## config.mk

```make
export PLATFORM = sky130hd
export DESIGN_NAME = uart_regif
export DESIGN_NICKNAME = d
export VERILOG_FILES = /design/src/rtl/uart_regif_pkg.sv /design/src/rtl/uart_regif_fifo.sv /design/src/rtl/uart_regif_err.sv /design/src/rtl/uart_regif_irq.sv /design/src/rtl/uart_regif.sv
export SDC_FILE = /design/constraint.sdc
export NUM_CORES = 1
export LEC_CHECK = 0
export ABC_AREA = 1
export BUFFER_PORTS_ARGS = -buffer_cell sky130_fd_sc_hd__buf_2
export CAP_MARGIN = 20
export CORE_ASPECT_RATIO = 0.9
export CORE_MARGIN = 1.5
export CORE_UTILIZATION = 67
export DETAILED_ROUTE_END_ITERATION = 7
export GPL_TIMING_DRIVEN = 0
export PLACE_DENSITY_LB_ADDON = 0.08
export SYNTH_ARGS = -nofsm -noshare
export SYNTH_HDL_FRONTEND = slang
export SYNTH_HIERARCHICAL = 1
export SYNTH_SLANG_ARGS = --single-unit
```

## constraint.sdc

```tcl
create_clock -name clk_i -period 5.25 [get_ports clk_i]
set_input_delay 0 -clock clk_i [delete_from_list [all_inputs] [get_ports clk_i]]
set_output_delay 0 -clock clk_i [all_outputs]
set_load 0.1 [all_outputs]
```

## src/rtl/uart_regif_pkg.sv

```systemverilog
package uart_regif_pkg;
  localparam int unsigned WORD_W = 32;
  localparam int unsigned BYTE_W = 8;

  localparam logic [2:0] IDX_TXD  = 3'd0;
  localparam logic [2:0] IDX_RXD  = 3'd1;
  localparam logic [2:0] IDX_CTRL = 3'd2;
  localparam logic [2:0] IDX_STAT = 3'd3;
  localparam logic [2:0] IDX_THR  = 3'd4;
  localparam logic [2:0] IDX_BAUD = 3'd5;

  localparam int unsigned C_TX_EN   = 12;
  localparam int unsigned C_RX_EN   = 13;
  localparam int unsigned C_TWO_W   = 15;
  localparam int unsigned C_LINE_LO = 16;
  localparam int unsigned C_LINE_HI = 21;
  localparam int unsigned C_TX_RST  = 22;
  localparam int unsigned C_RX_RST  = 23;
  localparam int unsigned C_CLR_ERR = 24;
  localparam int unsigned C_RX_IE   = 27;
  localparam int unsigned C_TX_IE   = 28;
  localparam logic [WORD_W-1:0] CTRL_MASK = 32'h19FF_B000;

  localparam int unsigned S_PAR     = 16;
  localparam int unsigned S_FRM     = 17;
  localparam int unsigned S_OVF     = 18;
  localparam int unsigned S_RX_EMP  = 20;
  localparam int unsigned S_TX_FULL = 21;
  localparam int unsigned S_TX_EMP  = 22;
  localparam int unsigned S_BUSY    = 25;

  localparam int unsigned THR_W  = 8;
  localparam int unsigned BAUD_W = 25;
endpackage

```

## src/rtl/uart_regif_fifo.sv

```systemverilog
module uart_regif_fifo #(
  parameter int unsigned W     = 8,
  parameter int unsigned DEPTH = 64,
  localparam int unsigned AW   = (DEPTH > 1) ? $clog2(DEPTH) : 1,
  localparam int unsigned CW   = $clog2(DEPTH + 1)
) (
  input  logic          clk_i,
  input  logic          rst_ni,
  input  logic          clr_i,
  input  logic          push_i,
  input  logic          pop_i,
  input  logic [W-1:0]  wdata_i,
  output logic [W-1:0]  rdata_o,
  output logic [CW-1:0] count_o,
  output logic          empty_o,
  output logic          full_o
);
  logic [W-1:0]  mem_q [DEPTH];
  logic [AW-1:0] wr_ptr_q, rd_ptr_q;
  logic          do_push, do_pop;

  assign empty_o = (count_o == '0);
  assign full_o  = (count_o == CW'(DEPTH));
  assign do_push = push_i && !full_o && !clr_i;
  assign do_pop  = pop_i && !empty_o && !clr_i;
  assign rdata_o = mem_q[rd_ptr_q];

  function automatic logic [AW-1:0] nxt(input logic [AW-1:0] p);
    return (p == AW'(DEPTH - 1)) ? '0 : p + 1'b1;
  endfunction

  always_ff @(posedge clk_i) begin
    if (do_push) mem_q[wr_ptr_q] <= wdata_i;
  end

  always_ff @(posedge clk_i or negedge rst_ni) begin
    if (!rst_ni) begin
      wr_ptr_q <= '0;
      rd_ptr_q <= '0;
      count_o  <= '0;
    end else if (clr_i) begin
      wr_ptr_q <= '0;
      rd_ptr_q <= '0;
      count_o  <= '0;
    end else begin
      if (do_push) wr_ptr_q <= nxt(wr_ptr_q);
      if (do_pop)  rd_ptr_q <= nxt(rd_ptr_q);
      case ({do_push, do_pop})
        2'b10:   count_o <= count_o + 1'b1;
        2'b01:   count_o <= count_o - 1'b1;
        default: count_o <= count_o;
      endcase
    end
  end

  AST_FIFO_BOUND: assert property (@(posedge clk_i) disable iff (!rst_ni)
    count_o <= CW'(DEPTH));
  AST_FIFO_CLR: assert property (@(posedge clk_i) disable iff (!rst_ni)
    clr_i |=> empty_o);
  AST_FIFO_NO_OVERFLOW: assert property (@(posedge clk_i) disable iff (!rst_ni)
    (push_i && full_o && !pop_i && !clr_i) |=> (count_o == $past(count_o)));
endmodule

```

## src/rtl/uart_regif_err.sv

```systemverilog
module uart_regif_err #(
  parameter int unsigned N = 3
) (
  input  logic         clk_i,
  input  logic         rst_ni,
  input  logic         clr_i,
  input  logic [N-1:0] set_i,
  output logic [N-1:0] flags_o
);
  always_ff @(posedge clk_i or negedge rst_ni) begin
    if (!rst_ni)    flags_o <= '0;
    else if (clr_i) flags_o <= '0;
    else            flags_o <= flags_o | set_i;
  end

  AST_ERR_STICKY: assert property (@(posedge clk_i) disable iff (!rst_ni)
    !clr_i |=> ((flags_o & $past(flags_o)) == $past(flags_o)));
  AST_ERR_CLR: assert property (@(posedge clk_i) disable iff (!rst_ni)
    clr_i |=> (flags_o == '0));
endmodule

```

## src/rtl/uart_regif_irq.sv

```systemverilog
module uart_regif_irq #(
  parameter int unsigned CW    = 7,
  parameter int unsigned THR_W = 8
) (
  input  logic             clk_i,
  input  logic             rst_ni,
  input  logic [CW-1:0]    rx_cnt_i,
  input  logic [CW-1:0]    tx_cnt_i,
  input  logic [THR_W-1:0] rx_thr_i,
  input  logic [THR_W-1:0] tx_thr_i,
  input  logic             rx_ie_i,
  input  logic             tx_ie_i,
  output logic             irq_o
);
  logic rx_hit, tx_hit;

  assign rx_hit = (32'(rx_cnt_i) >= 32'(rx_thr_i));
  assign tx_hit = (32'(tx_cnt_i) <= 32'(tx_thr_i));
  assign irq_o  = (rx_ie_i && rx_hit) || (tx_ie_i && tx_hit);

  AST_IRQ_SOURCE: assert property (@(posedge clk_i) disable iff (!rst_ni)
    irq_o |-> (rx_ie_i || tx_ie_i));
  AST_IRQ_TX_EMPTY: assert property (@(posedge clk_i) disable iff (!rst_ni)
    (tx_ie_i && tx_cnt_i == '0) |-> irq_o);
endmodule

```

## src/rtl/uart_regif.sv

```systemverilog
module uart_regif
  import uart_regif_pkg::*;
#(
  parameter int unsigned FIFO_DEPTH = 64,
  parameter int unsigned ADDR_W     = 5,
  localparam int unsigned CW        = $clog2(FIFO_DEPTH + 1)
) (
  input  logic                clk_i,
  input  logic                rst_ni,
  input  logic                req_i,
  input  logic                we_i,
  input  logic [ADDR_W-1:0]   addr_i,
  input  logic [WORD_W-1:0]   wdata_i,
  output logic [WORD_W-1:0]   rdata_o,
  output logic [BYTE_W-1:0]   tx_data_o,
  output logic                tx_valid_o,
  input  logic                tx_ready_i,
  input  logic                tx_busy_i,
  input  logic [BYTE_W-1:0]   rx_data_i,
  input  logic                rx_valid_i,
  output logic                rx_ready_o,
  input  logic                rx_par_err_i,
  input  logic                rx_frm_err_i,
  output logic                two_wire_o,
  output logic [5:0]          line_cfg_o,
  output logic [BAUD_W-1:0]   baud_cfg_o,
  output logic                irq_o
);
  logic [2:0]          wsel;
  logic                wr_txd, wr_ctrl, wr_thr, wr_baud, rd_rxd;
  logic [WORD_W-1:0]   ctrl_q;
  logic [2*THR_W-1:0]  thr_q;
  logic [BAUD_W-1:0]   baud_q;
  logic                tx_rst, rx_rst, clr_err, ovf_set;
  logic [BYTE_W-1:0]   rx_head;
  logic [CW-1:0]       tx_cnt, rx_cnt;
  logic                tx_empty, tx_full, rx_empty, rx_full;
  logic [2:0]          err_q;
  logic [WORD_W-1:0]   status;
  logic                unused_addr;

  assign wsel        = addr_i[4:2];
  assign unused_addr = ^addr_i[1:0];
  assign wr_txd  = req_i && we_i  && (wsel == IDX_TXD);
  assign wr_ctrl = req_i && we_i  && (wsel == IDX_CTRL);
  assign wr_thr  = req_i && we_i  && (wsel == IDX_THR);
  assign wr_baud = req_i && we_i  && (wsel == IDX_BAUD);
  assign rd_rxd  = req_i && !we_i && (wsel == IDX_RXD);

  always_ff @(posedge clk_i or negedge rst_ni) begin
    if (!rst_ni) begin
      ctrl_q <= '0;
      thr_q  <= '0;
      baud_q <= '0;
    end else begin
      if (wr_ctrl) ctrl_q <= wdata_i & CTRL_MASK;
      if (wr_thr)  thr_q  <= wdata_i[2*THR_W-1:0];
      if (wr_baud) baud_q <= wdata_i[BAUD_W-1:0];
    end
  end

  assign tx_rst  = ctrl_q[C_TX_RST];
  assign rx_rst  = ctrl_q[C_RX_RST];
  assign clr_err = ctrl_q[C_CLR_ERR];

  assign two_wire_o = ctrl_q[C_TWO_W];
  assign line_cfg_o = ctrl_q[C_LINE_HI:C_LINE_LO];
  assign baud_cfg_o = baud_q;

  // transmit path
  assign tx_valid_o = ctrl_q[C_TX_EN] && !tx_empty && !tx_rst;
  assign ovf_set    = wr_txd && tx_full && !tx_rst;

  uart_regif_fifo #(.W(BYTE_W), .DEPTH(FIFO_DEPTH)) u_tx_fifo (
    .clk_i   (clk_i),
    .rst_ni  (rst_ni),
    .clr_i   (tx_rst),
    .push_i  (wr_txd),
    .pop_i   (tx_valid_o && tx_ready_i),
    .wdata_i (wdata_i[BYTE_W-1:0]),
    .rdata_o (tx_data_o),
    .count_o (tx_cnt),
    .empty_o (tx_empty),
    .full_o  (tx_full)
  );

  // receive path
  assign rx_ready_o = ctrl_q[C_RX_EN] && !rx_full && !rx_rst;

  uart_regif_fifo #(.W(BYTE_W), .DEPTH(FIFO_DEPTH)) u_rx_fifo (
    .clk_i   (clk_i),
    .rst_ni  (rst_ni),
    .clr_i   (rx_rst),
    .push_i  (rx_valid_i && rx_ready_o),
    .pop_i   (rd_rxd),
    .wdata_i (rx_data_i),
    .rdata_o (rx_head),
    .count_o (rx_cnt),
    .empty_o (rx_empty),
    .full_o  (rx_full)
  );

  uart_regif_err #(.N(3)) u_err (
    .clk_i   (clk_i),
    .rst_ni  (rst_ni),
    .clr_i   (clr_err),
    .set_i   ({ovf_set, rx_frm_err_i, rx_par_err_i}),
    .flags_o (err_q)
  );

  uart_regif_irq #(.CW(CW), .THR_W(THR_W)) u_irq (
    .clk_i    (clk_i),
    .rst_ni   (rst_ni),
    .rx_cnt_i (rx_cnt),
    .tx_cnt_i (tx_cnt),
    .rx_thr_i (thr_q[THR_W-1:0]),
    .tx_thr_i (thr_q[2*THR_W-1:THR_W]),
    .rx_ie_i  (ctrl_q[C_RX_IE]),
    .tx_ie_i  (ctrl_q[C_TX_IE]),
    .irq_o    (irq_o)
  );

  always_comb begin
    status            = '0;
    status[S_PAR]     = err_q[0];
    status[S_FRM]     = err_q[1];
    status[S_OVF]     = err_q[2];
    status[S_RX_EMP]  = rx_empty;
    status[S_TX_FULL] = tx_full;
    status[S_TX_EMP]  = tx_empty;
    status[S_BUSY]    = tx_busy_i;
  end

  always_comb begin
    rdata_o = '0;
    case (wsel)
      IDX_RXD:  rdata_o = rx_empty ? '0 : WORD_W'(rx_head);
      IDX_CTRL: rdata_o = ctrl_q;
      IDX_STAT: rdata_o = status;
      IDX_THR:  rdata_o = WORD_W'(thr_q);
      IDX_BAUD: rdata_o = WORD_W'(baud_q);
      default:  rdata_o = '0;
    endcase
  end

  AST_TX_HOLD: assert property (@(posedge clk_i) disable iff (!rst_ni)
    (tx_valid_o && !tx_ready_i && !wr_ctrl) |=> (tx_valid_o && $stable(tx_data_o)));
  AST_OVF_FLAG: assert property (@(posedge clk_i) disable iff (!rst_ni)
    (wr_txd && tx_full && !tx_rst && !clr_err) |=> status[S_OVF]);
  AST_RX_EMPTY_READ: assert property (@(posedge clk_i) disable iff (!rst_ni)
    (rd_rxd && status[S_RX_EMP]) |-> (rdata_o == '0));
  AST_RX_NO_PUSH_FULL: assert property (@(posedge clk_i) disable iff (!rst_ni)
    (rx_full || rx_rst) |-> !rx_ready_o);
endmodule

```

-- Yosys cells after proc, flatten, opt, wreduce, memory -nomap -nowiden
Memories as Yosys holds them, arrays and structs flattened.
Index checks and enable logic that the tools add are counted.
Widths: inputs -> output; s select.
- bits in writable memories: 1024
- memories: 2
- output and inout bits: 75
- bits of input ports: 54
- register bits after elaboration: 96
- logic and storage cells: 103
- muxes and demuxes: 23
- add/sub/neg operators: 8
- magnitude comparators: 2
- bitwise gates (word level): 1
- reduce and logical (&&, ||, !) cells: 42
- equal/unequal tests: 15
- memories (memory ; words ; bits a word ; read ports ; clocked after memory_dff ; write ports ; RTL line ; source):
    u_rx_fifo.mem_q ; 64 ; 8 ; 1 ; 0 ; 1 ; uart_regif_fifo.sv:18 ; logic [W-1:0] mem_q [DEPTH];
    u_tx_fifo.mem_q ; 64 ; 8 ; 1 ; 0 ; 1 ; uart_regif_fifo.sv:18 ;
- operators by type and width (kind ; count):
    $pmux 29 s5 ; 1
    $mux 6 ; 12
    $pmux 7 s2 ; 2
    $logic_and 1x1->1 ; 25
    $add 6x1->6 const B ; 4
    $eq 6x6->1 const B ; 4
    $add 7x1->7 const B ; 2
    $eq 7x7->1 const B ; 2
    $logic_not 7->1 ; 2
    $mux 7 ; 2
    $sub 7x1->7 const B ; 2
    $ge 7x8->1 ; 1
    $le 7x8->1 ; 1
    $mux 8 ; 1
    $reduce_bool 2->1 ; 4
    $logic_not 1->1 ; 7
    $eq 3x2->1 const B ; 2
    $eq 3x3->1 const B ; 2
    $reduce_bool 3->1 ; 2
    $eq 2x1->1 const B ; 2
    $eq 2x2->1 const B ; 2
    $mux 1 ; 4
    $eq 3x1->1 const B ; 1
    $logic_not 3->1 ; 1
    3 further kinds ; 3

-- Longest topological paths before layout
- word-level depth: 10
- gate-level depth with buffers: 18
- mapped depth without buffers: 18

-- Modules after synthesis
Netlist, hierarchy kept.
- by module, submodules not included (module ; cells each ; times used ; area an instance (um^2)):
    uart_regif_fifo ; 1862 ; 2 ; 21959.8
    uart_regif ; 401 ; 1 ; 2967.8
    uart_regif_irq ; 75 ; 1 ; 424.2
    uart_regif_err ; 9 ; 1 ; 97.6

-- Worst setup path after synthesis
No wires, ideal clock.
- path type: reg2reg
- start: register u_rx_fifo.count_o[0]
- end: register u_rx_fifo.count_o[6]
- period minus slack after synthesis: 4670 ps
- path buffers: 0
- cell stages (with the launch flop): 18
- data required time: 5133 ps
- slack: 580 ps
- setup time: 117 ps
- data arrival time: 4553 ps
- cells stage by stage: dfrtp_1 -> nor2_1 -> nand2_1 -> inv_1 -> nand2_2 -> inv_1 -> nor3b_1 -> and2_1 -> nand2_2 -> nand3_1 -> inv_1 -> ha_1 -> a21oi_1 -> o21ai_0 -> nor2_1 -> nand3_1 -> nand3_1 -> nand2_1
- longest elaborated chain between the ends: 10
- elaborated cells between the ends (all ways): 18
- RTL lines (what ; RTL line ; source):
    start: declaration ; uart_regif_fifo.sv:14 ; output logic [CW-1:0] count_o,
    start signal: assignment ; uart_regif_fifo.sv:49 ; 2'b10: count_o <= count_o + 1'b1;
    start signal: assignment ; uart_regif_fifo.sv:50 ; 2'b01: count_o <= count_o - 1'b1;
    start signal: assignment ; uart_regif_fifo.sv:51 ; default: count_o <= count_o;
    $eq 7x7->1 * ; uart_regif_fifo.sv:23 ; assign full_o = (count_o == CW'(DEPTH));
    net rx_full ; uart_regif.sv:37 ; logic tx_empty, tx_full, rx_empty, rx_full;
    $logic_not 1->1 * ; uart_regif.sv:88 ; assign rx_ready_o = ctrl_q[C_RX_EN] && !rx_full && !rx_rst;
    $logic_and 1x1->1 * (2 in series) ; uart_regif.sv:88 ;
    net rx_ready_o ; uart_regif.sv:21 ; output logic rx_ready_o,
    $logic_and 1x1->1 * ; uart_regif.sv:94 ; .push_i (rx_valid_i && rx_ready_o),
    $logic_and 1x1->1 * (2 in series) ; uart_regif_fifo.sv:24 ; assign do_push = push_i && !full_o && !clr_i;
    $eq 2x1->1 / $eq 2x2->1 (equally long branches) ; uart_regif_fifo.sv:48 ; case ({do_push, do_pop})
    $pmux 7 s2 ; uart_regif_fifo.sv:48 ;
    $mux 7 ; uart_regif_fifo.sv:41 ; end else if (clr_i) begin
Mark *: on every way through the listed nets, which the timed path passes. The rest lies on a longest branch.
A chain may end at the register's enable or synchronous reset.

-- Worst setup path after layout
- start: register u_rx_fifo.rd_ptr_q[0]
- end: output port rdata_o[5]
- longest elaborated chain between the ends: 3
- RTL lines (what ; RTL line ; source):
    start: declaration ; uart_regif_fifo.sv:19 ; logic [AW-1:0] wr_ptr_q, rd_ptr_q;
    start signal: assignment ; uart_regif_fifo.sv:47 ; if (do_pop) rd_ptr_q <= nxt(rd_ptr_q);
    $mem_v2 64x8 ; - ;
    net rx_head[5] ; uart_regif.sv:35 ; logic [BYTE_W-1:0] rx_head;
    $mux 8 ; uart_regif.sv:137 ; IDX_RXD: rdata_o = rx_empty ? '0 : WORD_W'(rx_head);
    $pmux 29 s5 ; uart_regif.sv:136 ; case (wsel)
    end: declaration ; uart_regif.sv:14 ; output logic [WORD_W-1:0] rdata_o,
The timed path passes the listed nets, and every way through them passes these cells.

==> summary.md <==
| Metric | Value |
|---|---|
| Worst r2r path cells | `11` |
| Vias in the first global route | `32573` |
| Io pins | `129` |
| CTS H-tree lvls | `3` |
| Detail Placement HPWL | `95700 um` |
| CTS tree | `done` |
| Largest net degree at the start of global routing | `67` |
| Cell taking the most area after synthesis | `edfxtp_1` |
| Post-Synthesis Cells | `4209` |
| Starting Density | `67.7%` |
| Worst hold path type | `in2reg` |
| Status | `completed` |
| Required time worst endpoint | `5.25 ns` |
| Root buffer cell | `clkbuf_16` |
| Mapped Area | `0.0474 mm2` |
| Max-cap viol count | `0` |
| Max_slew headroom | `24.1%` |
| Max-slew violations | `0` |
| Critical path arrival | `4.12 ns` |
| Synth warn | `6` |
| DRC Markers | `0` |
| Async S/R FF share, synth | `8.57%` |
| NumNets Final | `4599` |
| Clock Pin Slew Worst Setup and Hold Paths | `0.06 ns` |
| Setup_tns | `0 ns` |
| CP max stage delay | `0.57 ns` |
| Top delay family on crit path | `buffers and inverters` |
| CP Max Fanout | `10` |
| Num CTS Buffers | `107` |
| Mean Syn Cell Area | `11.3 um2` |
| Lkg Pwr | `20.6 nW` |
| Total Routing Usage GR | `38.6%` |
| Pre-Repair DR Iteration Count | `7` |
| Synth Register Bits | `1120` |
| Antenna violations before repair | `4` |
| Worst-Skew Late Latency | `0.68 ns` |
| Total Wirelength | `140000 um` |
| Critical path origin | `u_rx_fifo/rd_ptr_q[0]` |
| # rows | `92` |
| Remaining global-route overflow | `0` |
| Worst path cell trace | `buf_4 > inv_4 > clkbuf_1 > a21boi_0 > o211ai_1 > nand3_1 > nand2_1 > nand2_1 > nand2_1 > inv_1 > nor2_1 > nand3_1 > nand3_1 > buf_2` |
| Layout cell share with drive strength beyond 1 | `11.2%` |
| Routed Antenna Nets | `0` |
| Final worst-path cycle share | `78.4%` |
| Core area | `0.0700 mm2` |
| Crit path kind | `reg2out` |
| Register area share after synthesis | `69.9%` |
| Setup violations, final | `0` |
| Layout area overhead | `12.9%` |
| Port bufs | `116` |
| Wirelength per Cell | `25.2 um` |
| Clk sinks | `1120` |
| CP endpoint kind | `output port` |
| Max Clock Skew | `0.0262 ns` |
| Min Hold Slack | `0.0518 ns` |
| Worst reg2reg setup slack | `1.31 ns` |
| Die height | `255 um` |
| Worst r2r dst | `u_rx_fifo/mem_q[33][4]` |
| First-pass GRT wire length | `205000 um` |
| Minimum clock period | `4.12 ns` |
| Synth area leaders | `edfxtp_1 65%, nand2_1 12%, nand3_1 6.4%` |
| PD cells | `425 mW/mm2` |
| CTS Buffer Depth | `3` |
| Worst Tran Pin Value | `1.13 ns` |
| Critical path depth | `14` |
| Chip Width | `283 um` |
| DRT iter0 DRCs | `5197` |
| Top-area cell type share of the netlist area | `64.9%` |
| IR drop worst, VDD | `413 uV` |
| Placer Congestion | `0.991` |
| Final hold viol count | `0` |
| Worst Setup EP | `rdata_o[5]` |
| Via count | `35022` |
| Reg-to-Reg Start | `u_rx_fifo/count_o[0]` |
| Netlist cell types | `40` |
| Crit path buf inv count | `5` |
| Top FF cell, synth | `edfxtp_1` |
| Setup repair bufs after CTS | `0` |
| Die ar. | `0.0724 mm2` |
| Fmax | `243 MHz` |
| Slowest cell on crit path | `clkbuf_1` |
| RSZ-0062 raised after global routing | `false` |
| Number of flops mapped to enable cells by yosys | `1024` |
| Worst Setup Start Kind | `register` |
| Vias per cell | `6.31` |
what timing repair did:
item | 4_1_cts | 5_1_grt
endpoints found under the hold margin | 546 | 24
resized for setup | 0 | 0
hold buffers | 60 | 1
metrics by stage:
| stage | cells | total power, W | instance area, um2 | worst slack [ns] | utilization, % |
|---|---|---|---|---|---|
| floorplan | 4212 | 0.0135 | 47400 | 0.580 | - |
| CTS | 5542 | 0.0226 | 53500 | 1.39 | 76.4 |
| finish | 5547 | 0.0228 | 53500 | 1.13 | 76.5 |
| detailed placement | 5284 | 0.0153 | 49500 | 1.46 | 70.7 |
| global route | 5544 | 0.0234 | 53500 | 1.12 | 76.5 |
| global placement | 5268 | 0.0151 | 49200 | 1.49 | 70.3 |
per-layer routing:
layer	track usage, %	routed length, um
met5	0	14
met3	11.2	21800
met1	58.5	54300
met4	10.8	3910
met2	55.0	60000
cells in the mapped netlist (6+ instances only):
cell,n
nand2_1,1497
edfxtp_1,1024
nand3_1,610
nor2_1,166
buf_2,144
a21oi_1,137
dfrtp_1,96
inv_1,82
o211ai_1,80
a21boi_0,62
buf_4,55
clkbuf_1,40
nand4_1,40
ha_1,28
a21boi_1,18
o21ai_0,18
o22ai_1,14
clkinv_1,10
o21ai_1,10
xnor2_1,10
xor2_1,10
nand2_2,6
nor3_1,6
worst reg2reg max path, cell delays in order, from the launching register on:
cell	delay (ns)
dfrtp_1	0.48
nor2_1	0.07
nand2_1	0.11
inv_1	0.06
nand2_2	0.08
inv_1	0.06
nor3b_1	0.29
and2_1	0.24
nand3_1	0.15
clkinv_1	0.19
nand4_1	0.80
nor2_1	1.06
area by class of cell:
| type | instances | area, um2 |
|---|---|---|
| tap | 940 | 1180 |
| antenna | 3 | 7.51 |
| buffer | 244 | 1320 |
| multi-input combinational | 2749 | 12600 |
| fill | 4557 | 16500 |
| clock inverter | 63 | 490 |
| clock buffer | 135 | 2880 |
| inverter | 99 | 377 |
| timing repair buffer | 194 | 1560 |
| sequential | 1120 | 33200 |
kinds of logic after synthesis:
kind of cell,Yosys count,synth area share (%)
compound gates,348,4.60
buf+inv,343,3.57
other cells,1,0.00791
flops,1120,69.9
xor+xnor,20,0.369
fa+ha+maj,30,0.823
simple gates,2345,20.7
mux,2,0.0422
worst min path at each step:
stage | start | end | slack [ns] | depth (start not counted)
global placement | wdata_i[16] | baud_cfg_o[16] | 0.21 | 3
detailed placement | rst_ni | thr_q[14] | 0.07 | 1
floorplan | rst_ni | baud_cfg_o[0] | -0.30 | 0
CTS | tx_ready_i | u_tx_fifo/rd_ptr_q[1] | 0.01 | 6
finish | tx_ready_i | u_tx_fifo/rd_ptr_q[1] | 0.05 | 6
global route | wdata_i[22] | baud_cfg_o[22] | 0.09 | 4
state kept, by name (all words and copies together), names as in the netlist, 6 cells and up:
| signal | count |
|---|---|
| u_rx_fifo/mem_q | 512 |
| u_tx_fifo/mem_q | 512 |
| baud_cfg_o | 25 |
| thr_q | 16 |
| ctrl_q | 14 |
| u_rx_fifo/count_o | 7 |
| u_tx_fifo/count_o | 7 |
| u_rx_fifo/rd_ptr_q | 6 |
| u_rx_fifo/wr_ptr_q | 6 |
| u_tx_fifo/rd_ptr_q | 6 |
| u_tx_fifo/wr_ptr_q | 6 |
layout by cell type (no fill, tap or decap), types with 5 or more instances in the layout:
cell           Yosys  layout
clkbuf_16          0     110
inv_2              5       5
o22ai_1           14      14
bufinv_16          0       6
o21ai_1           10      10
edfxtp_1        1024    1024
a21boi_0          62      62
xor2_1            10      10
nor3b_1            5       5
nand2_2            6       6
buf_2            144     258
nand3_1          610     610
nor2_4             5       5
dlygate4sd3_1      0      60
buf_4             55      58
nand2_1         1497    1497
buf_12             0      14
xnor2_1           10      10
a21oi_1          137     137
dfrtp_1           96      96
nor3_1             6       6
ha_1              28      28
nor2_1           166     166
nand4_1           40      40
inv_1             82      82
clkbuf_1          40      62
a21boi_1          18      18
clkinv_2           0      23
o21ai_0           18      18
o211ai_1          80      80
clkinv_1          10      35
report_power, final:
group / internal [W] / leakage, nW / switching [W]
Sequential: 0.00988 / 10.5 / 0.000185
Clock: 0.00417 / 1.66 / 0.00328
Combinational: 0.00126 / 8.47 / 0.00398
Total: 0.0153 / 20.6 / 0.00745
No activity file was read; power rests on OpenSTA's default activity.
